<file path="config.mk">
export PLATFORM = sky130hd
export DESIGN_NAME = adc_rd_ctrl
export DESIGN_NICKNAME = d
export VERILOG_FILES = /design/src/rtl/adc_rd_pkg.sv /design/src/rtl/adc_rd_sync.sv /design/src/rtl/adc_rd_clkgen.sv /design/src/rtl/adc_rd_shift.sv /design/src/rtl/adc_rd_ctrl.sv
export SDC_FILE = /design/constraint.sdc
export NUM_CORES = 1
export LEC_CHECK = 0
export BUFFER_PORTS_ARGS = -buffer_cell sky130_fd_sc_hd__buf_2
export CAP_MARGIN = 25
export CORE_ASPECT_RATIO = 0.5
export CORE_UTILIZATION = 40
export CTS_CLUSTER_DIAMETER = 80
export DETAILED_ROUTE_END_ITERATION = 8
export PLACE_DENSITY = 0.62
export SLEW_MARGIN = 5
export SYNTH_ARGS = -nofsm -noshare
export SYNTH_HDL_FRONTEND = slang
export SYNTH_SLANG_ARGS = --single-unit
export TNS_END_PERCENT = 5
</file>
<file path="constraint.sdc">
create_clock -name clk -period 6.3 [get_ports clk]
set_input_delay 0.315 -clock clk [delete_from_list [all_inputs] [get_ports clk]]
set_output_delay 0.315 -clock clk [all_outputs]
set_load 0.02 [all_outputs]
</file>
<file path="src/rtl/adc_rd_pkg.sv">
`timescale 1ns/1ps
// Shared types for the serial ADC read controller.
// Assumes: only the controller FSM uses the state encoding.
package adc_rd_pkg;

    // Transaction phases of the controller
    typedef enum logic [2:0] {
        ST_IDLE    = 3'd0,
        ST_CONV    = 3'd1,
        ST_WAIT_LO = 3'd2,
        ST_WAIT_HI = 3'd3,
        ST_READ    = 3'd4,
        ST_DONE    = 3'd5
    } rd_state_t;

endpackage

</file>
<file path="src/rtl/adc_rd_sync.sv">
`timescale 1ns/1ps
// Multi-stage synchronizer for an asynchronous status input.
// Assumes: STAGES >= 2; RST_VAL is the idle level of the input.
module adc_rd_sync #(
    parameter int   STAGES  = 2,
    parameter logic RST_VAL = 1'b1
) (
    input  logic clk,
    input  logic rst_n,
    input  logic d,
    output logic q
);

    logic [STAGES-1:0] chain;

    // Shift the input through the register chain
    always_ff @(posedge clk) begin
        if (!rst_n) begin
            chain <= {STAGES{RST_VAL}};
        end else begin
            chain <= {chain[STAGES-2:0], d};
        end
    end

    assign q = chain[STAGES-1];

endmodule

</file>
<file path="src/rtl/adc_rd_clkgen.sv">
`timescale 1ns/1ps
// Gated data clock divider. While run is high the output toggles every
// half+1 system cycles, starting from low; while run is low it is held
// low and the count restarts. rise_now/fall_now flag the system edge on
// which the output register goes high/low.
// Assumes: half is stable while run is high.
module adc_rd_clkgen #(
    parameter int DIV_W = 8
) (
    input  logic             clk,
    input  logic             rst_n,
    input  logic             run,
    input  logic [DIV_W-1:0] half,
    output logic             dclk,
    output logic             rise_now,
    output logic             fall_now
);

    logic [DIV_W-1:0] cnt;
    logic             dclk_q;
    logic             term;

    // Half-period terminal count reached while running
    always_comb begin
        term     = run && (cnt == half);
        rise_now = term && !dclk_q;
        fall_now = term && dclk_q;
    end

    // Half-period counter and clock output register
    always_ff @(posedge clk) begin
        if (!rst_n) begin
            cnt    <= '0;
            dclk_q <= 1'b0;
        end else if (!run) begin
            cnt    <= '0;
            dclk_q <= 1'b0;
        end else if (term) begin
            cnt    <= '0;
            dclk_q <= !dclk_q;
        end else begin
            cnt    <= cnt + 1'b1;
        end
    end

    assign dclk = dclk_q;

endmodule

</file>
<file path="src/rtl/adc_rd_shift.sv">
`timescale 1ns/1ps
// Serial-to-parallel capture, MSB first. While clear is high the register
// is emptied and the skip flag is loaded; afterwards each sample strobe
// shifts in one bit, except the first one when skipping was requested.
// Assumes: W >= 2.
module adc_rd_shift #(
    parameter int W = 16
) (
    input  logic         clk,
    input  logic         rst_n,
    input  logic         clear,
    input  logic         skip_first,
    input  logic         sample,
    input  logic         sdata,
    output logic [W-1:0] word
);

    logic [W-1:0] sr;
    logic         skip_pend;

    // Capture bits on sample strobes, dropping the first one if requested
    always_ff @(posedge clk) begin
        if (!rst_n) begin
            sr        <= '0;
            skip_pend <= 1'b0;
        end else if (clear) begin
            sr        <= '0;
            skip_pend <= skip_first;
        end else if (sample) begin
            if (skip_pend) begin
                skip_pend <= 1'b0;
            end else begin
                sr <= {sr[W-2:0], sdata};
            end
        end
    end

    assign word = sr;

endmodule

</file>
<file path="src/rtl/adc_rd_ctrl.sv">
`timescale 1ns/1ps
// Serial ADC conversion-and-read controller (top).
// Issues a convert pulse, waits for busy to fall and rise again under a
// timeout, then clocks in DATA_W bits with a gated divided clock that is
// held low outside the read phase. Falling-edge mode issues DATA_W pulses;
// rising-edge mode issues DATA_W+1 and discards the first sample.
// Assumes: adc_busy is asynchronous and synchronized here; adc_sdata
// changes shortly after each data clock rise; configuration is latched
// on an accepted start.
module adc_rd_ctrl
    import adc_rd_pkg::*;
#(
    parameter int DATA_W      = 16,
    parameter int DIV_W       = 8,
    parameter int CNV_W       = 8,
    parameter int TMO_W       = 16,
    parameter int SYNC_STAGES = 2
) (
    input  logic              clk,
    input  logic              rst_n,
    input  logic              start,
    input  logic [DIV_W-1:0]  cfg_div,
    input  logic              cfg_rise_edge,
    input  logic [CNV_W-1:0]  cfg_cnv_width,
    input  logic [TMO_W-1:0]  cfg_timeout,
    input  logic              adc_busy,
    input  logic              adc_sdata,
    output logic              adc_rc,
    output logic              adc_cs_n,
    output logic              adc_dclk,
    output logic [DATA_W-1:0] rd_data,
    output logic              rd_valid,
    output logic              err_timeout
);

    localparam int PCNT_W = $clog2(DATA_W + 2);
    localparam logic [PCNT_W-1:0] LAST_FALL_MODE = PCNT_W'(DATA_W - 1);
    localparam logic [PCNT_W-1:0] LAST_RISE_MODE = PCNT_W'(DATA_W);

    rd_state_t          state, state_n;
    logic [DIV_W-1:0]   div_q;
    logic               rise_q;
    logic [CNV_W-1:0]   cnv_q;
    logic [TMO_W-1:0]   tmo_lim_q;
    logic [CNV_W-1:0]   cnv_cnt;
    logic [TMO_W-1:0]   tmo_cnt;
    logic [PCNT_W-1:0]  pulse_cnt;
    logic               busy_seen;
    logic               busy_s;
    logic               rise_now, fall_now;
    logic               pulse_last;
    logic               tmo_hit;
    logic               timeout_now;
    logic [DATA_W-1:0]  word;

    // Bring the busy status into the system clock domain
    adc_rd_sync #(
        .STAGES  (SYNC_STAGES),
        .RST_VAL (1'b1)
    ) u_busy_sync (
        .clk   (clk),
        .rst_n (rst_n),
        .d     (adc_busy),
        .q     (busy_s)
    );

    // Data clock generator, enabled only in the read phase
    adc_rd_clkgen #(
        .DIV_W (DIV_W)
    ) u_clkgen (
        .clk      (clk),
        .rst_n    (rst_n),
        .run      (state == ST_READ),
        .half     (div_q),
        .dclk     (adc_dclk),
        .rise_now (rise_now),
        .fall_now (fall_now)
    );

    // Serial capture on the selected sampling edge
    adc_rd_shift #(
        .W (DATA_W)
    ) u_shift (
        .clk        (clk),
        .rst_n      (rst_n),
        .clear      (state != ST_READ),
        .skip_first (rise_q),
        .sample     (rise_q ? rise_now : fall_now),
        .sdata      (adc_sdata),
        .word       (word)
    );

    // Decode the end of the pulse train and the wait limit
    always_comb begin
        pulse_last = rise_q ? (pulse_cnt == LAST_RISE_MODE)
                            : (pulse_cnt == LAST_FALL_MODE);
        tmo_hit    = (tmo_cnt == tmo_lim_q);
    end

    // Next-state selection and timeout detection
    always_comb begin
        state_n     = state;
        timeout_now = 1'b0;
        case (state)
            ST_IDLE: begin
                if (start) state_n = ST_CONV;
            end
            ST_CONV: begin
                if (cnv_cnt == cnv_q) state_n = ST_WAIT_LO;
            end
            ST_WAIT_LO: begin
                if (!busy_s || busy_seen) begin
                    state_n = ST_WAIT_HI;
                end else if (tmo_hit) begin
                    state_n     = ST_IDLE;
                    timeout_now = 1'b1;
                end
            end
            ST_WAIT_HI: begin
                if (busy_s) begin
                    state_n = ST_READ;
                end else if (tmo_hit) begin
                    state_n     = ST_IDLE;
                    timeout_now = 1'b1;
                end
            end
            ST_READ: begin
                if (fall_now && pulse_last) state_n = ST_DONE;
            end
            ST_DONE: begin
                state_n = ST_IDLE;
            end
            default: state_n = ST_IDLE;
        endcase
    end

    // State register and configuration latch
    always_ff @(posedge clk) begin
        if (!rst_n) begin
            state     <= ST_IDLE;
            div_q     <= '0;
            rise_q    <= 1'b0;
            cnv_q     <= '0;
            tmo_lim_q <= '0;
        end else begin
            state <= state_n;
            if (state == ST_IDLE && start) begin
                div_q     <= cfg_div;
                rise_q    <= cfg_rise_edge;
                cnv_q     <= cfg_cnv_width;
                tmo_lim_q <= cfg_timeout;
            end
        end
    end

    // Convert pulse width counter and early busy-low capture
    always_ff @(posedge clk) begin
        if (!rst_n) begin
            cnv_cnt   <= '0;
            busy_seen <= 1'b0;
        end else if (state == ST_CONV) begin
            cnv_cnt <= cnv_cnt + 1'b1;
            if (!busy_s) busy_seen <= 1'b1;
        end else if (state == ST_IDLE) begin
            cnv_cnt   <= '0;
            busy_seen <= 1'b0;
        end
    end

    // Wait counter, restarted on every phase change
    always_ff @(posedge clk) begin
        if (!rst_n) begin
            tmo_cnt <= '0;
        end else if (state_n != state) begin
            tmo_cnt <= '0;
        end else if (state == ST_WAIT_LO || state == ST_WAIT_HI) begin
            tmo_cnt <= tmo_cnt + 1'b1;
        end
    end

    // Data clock pulse counter for the read phase
    always_ff @(posedge clk) begin
        if (!rst_n) begin
            pulse_cnt <= '0;
        end else if (state != ST_READ) begin
            pulse_cnt <= '0;
        end else if (fall_now) begin
            pulse_cnt <= pulse_cnt + 1'b1;
        end
    end

    // Result register and completion strobes
    always_ff @(posedge clk) begin
        if (!rst_n) begin
            rd_data     <= '0;
            rd_valid    <= 1'b0;
            err_timeout <= 1'b0;
        end else begin
            rd_valid    <= (state == ST_DONE);
            err_timeout <= timeout_now;
            if (state == ST_DONE) rd_data <= word;
        end
    end

    // Pin decodes from the registered state
    assign adc_rc   = (state != ST_CONV);
    assign adc_cs_n = (state == ST_IDLE);

endmodule

</file>
==> impl_metrics.ini <==
[outcome]
outcome = finished clean

[cells_and_area]
fillers = 1154
final_util = 0.489
fin_nets = 653
drive_above_1_share = 0.138
antenna_cells = 0
syn_to_final_growth_pct = 15.1
multi_input_area_sq_um = 2420
register_area_sq_um = 2240

[cts]
cts_root_buffer = clkbuf_16
ctsHoldBuffers = 0
tritoncts = yes
cts_sinks = 112
clk_pin_slew_ns = 0.08
clk_latency_ns = 0.35
clock_path_buffers = 2
post_cts_resized = 0
htree_levels = 3
post_cts_buffers = 0
cts_made_buffers = 9

[setup_path]
worstSetupPathType = flip-flop to flip-flop
endpoint_kind = flip-flop
arrival_ns = 3.14
start_kind = flip-flop
crit_path_max_fanout = 18
cp.required_ns = 6.49

[detailed_routing]
drc = 0
drtAntennaViolNets = 0
dr.pass1.iters = 4
routed_wirelength_um = 9680
routedWlPerCell_um = 12.5
num_vias = 3767
routed_via_density = 4.86
drt-initial-drc-count = 173

[die]
start_util = 0.425
die_x_um = 157
core_area_sq_um = 11400
io_pins = 59
dieArea_sq_um = 12500
die_h_um = 79.7
num_rows = 27

[synthesis]
syn_area_per_cell_sq_um = 8.48
ys_async_sr_fraction = 0
ys_dominant_reg_cell = dfxtp_1
syn_inst = 569
synth_cell_types = 44
synth-seq-cells = 112
ys_seq_area_frac = 0.465
synth.cell_area_sq_um = 4820
synth_edf_count = 0
synth_warnings = 0
syn_nets = 611

[grt]
globalRouteTotalUtil = 0.173
grt_max_degree = 37
grt_pass1_vias = 3662
grt_overflow = 0
antenna_found_initial = 0
grt_first_pass_wirelength_um = 17000

[sta]
fin_crit_ns = 2.94
fin_skew_ns = 0.00996
drv_slew = 0
period_share = 0.467
rsz0062_at_grt = false
hold_violations = 0
tightest_slew_ns = 0.917
fin_tns_setup_ns = 0
clock.fmax_mhz = 340
max_slew_margin = 0.377
setup_violations = 0

[pwr]
vdd_drop_max_mv = 0.117
p_per_area_nw_per_um2 = 285
leakage_uw = 0.00214

[place]
portBuffers = 58
place.gp.congestion = 0.841
place_hpwl_um = 6970

[hold_path]
hp-class = primary input to flip-flop

[job]
drv_cap = 0
sequential cells by signal, summed over array words and instances (netlist names), 2 cells and up:
register and flops:
u_shift.word 16, cnv_q 8, u_clkgen.cnt 8, tmo_lim_q 16, pulse_cnt 5, cnv_cnt 8
div_q 8, rd_data 16, state 3, tmo_cnt 16, u_busy_sync.chain 2
power breakdown:
part / total, uW / leakage, uW / switching [uW] / internal (uW)
registers: 772 / 0.000908 / 34.0 / 738
logic: 225 / 0.00108 / 136 / 89.7
clock network: 583 / 0.000153 / 294 / 289
Yosys cell counts, types with 2 or more instances:
cell type / count / share of area
a211oi_1: 2 / 0.0031
a21boi_0: 21 / 0.033
a21oi_1: 41 / 0.043
and2_1: 4 / 0.0052
and3_1: 7 / 0.0091
and4_1: 3 / 0.0054
buf_2: 2 / 0.0021
clkbuf_1: 26 / 0.020
dfxtp_1: 112 / 0.46
ha_1: 4 / 0.010
inv_1: 3 / 0.0023
mux2i_1: 17 / 0.035
nand2_1: 124 / 0.096
nand2b_1: 2 / 0.0026
nand3_1: 19 / 0.020
nand4_1: 12 / 0.016
nor2_1: 47 / 0.037
nor2b_1: 2 / 0.0026
nor3_1: 24 / 0.025
nor3b_1: 7 / 0.011
o21ai_0: 9 / 0.0093
or3_1: 2 / 0.0026
xnor2_1: 37 / 0.067
xor2_1: 22 / 0.040
metrics by stage:
stage	instance area [sq um]	power, uW	setup slack, ns	hold slack, ns	std cells
after global routing	5550	1670	3.11	0.143	775
after global placement	5170	1000	3.42	0.402	755
after floorplan	4820	947	4.01	0.386	569
after CTS	5530	1600	3.35	0.140	774
after detailed placement	5210	1010	3.36	0.407	758
final	5550	1580	3.36	0.150	775
cells in the final DEF (no fill, tap or decap), types with 2 or more instances in the layout:
cell type / netlist / layout
a21oi_1: 41 / 41
nand2b_1: 2 / 2
and2_1: 4 / 4
inv_8: 0 / 2
clkbuf_16: 0 / 9
nor2b_1: 2 / 2
mux2i_1: 17 / 17
and4_1: 3 / 3
nor2_1: 47 / 47
a21boi_0: 21 / 21
or3_1: 2 / 2
a211oi_1: 2 / 2
clkinv_8: 0 / 2
buf_2: 2 / 58
inv_6: 0 / 2
nor3_1: 24 / 24
ha_1: 4 / 4
xnor2_1: 37 / 37
xor2_1: 22 / 22
nand4_1: 12 / 12
nand2_1: 124 / 124
nand3_1: 19 / 19
buf_8: 0 / 2
nor3b_1: 7 / 7
inv_1: 3 / 3
dfxtp_1: 112 / 112
and3_1: 7 / 7
o21ai_0: 9 / 9
critical path, cell delays in order (launching register included):
cell     delay [ns]
dfxtp_1        0.69
inv_1          0.25
or4b_2         0.67
o221a_2        0.29
mux2i_2        0.74
nor3_1         0.15
routing by layer:
layer	GRT usage	share of wire	routed length (um)
met2	0.285	0.46	4420
met3	0.0440	0.040	391
met4	0.0563	0.013	126
met5	0	0	0
met1	0.221	0.49	4740
final cells by class:
type                            count  share of cell area
Timing Repair Buffer               62              0.0647
Sequential cell                   112               0.404
Tap cell                          159              0.0358
Clock inverter                      7              0.0160
Inverter                            4             0.00270
Multi-Input combinational cell    422               0.436
Clock buffer                        9              0.0406
cell families (layout without fill, tap and decap cells):
logic type / count (synthesis) / count (layout) / synth area share
mux: 18 / 18 / 0.0381
fa+ha+maj: 4 / 4 / 0.0104
buf+inv: 35 / 82 / 0.0327
compound gates: 80 / 80 / 0.100
xor+xnor: 59 / 59 / 0.107
simple gates: 261 / 261 / 0.246
flops: 112 / 112 / 0.465
path summary, 6_finish.rpt:
kind,cells past startpoint,endpoint,from,slack [ns]
worst min-delay path,2,u_busy_sync.chain[0],adc_busy,0.15
worst max register to register,5,tmo_cnt[9],state[0],3.36
worst min register to register,1,u_busy_sync.chain[1],u_busy_sync.chain[0],0.41
worst max-delay path,5,tmo_cnt[9],state[0],3.36
Power figures use the tool's default switching activity.
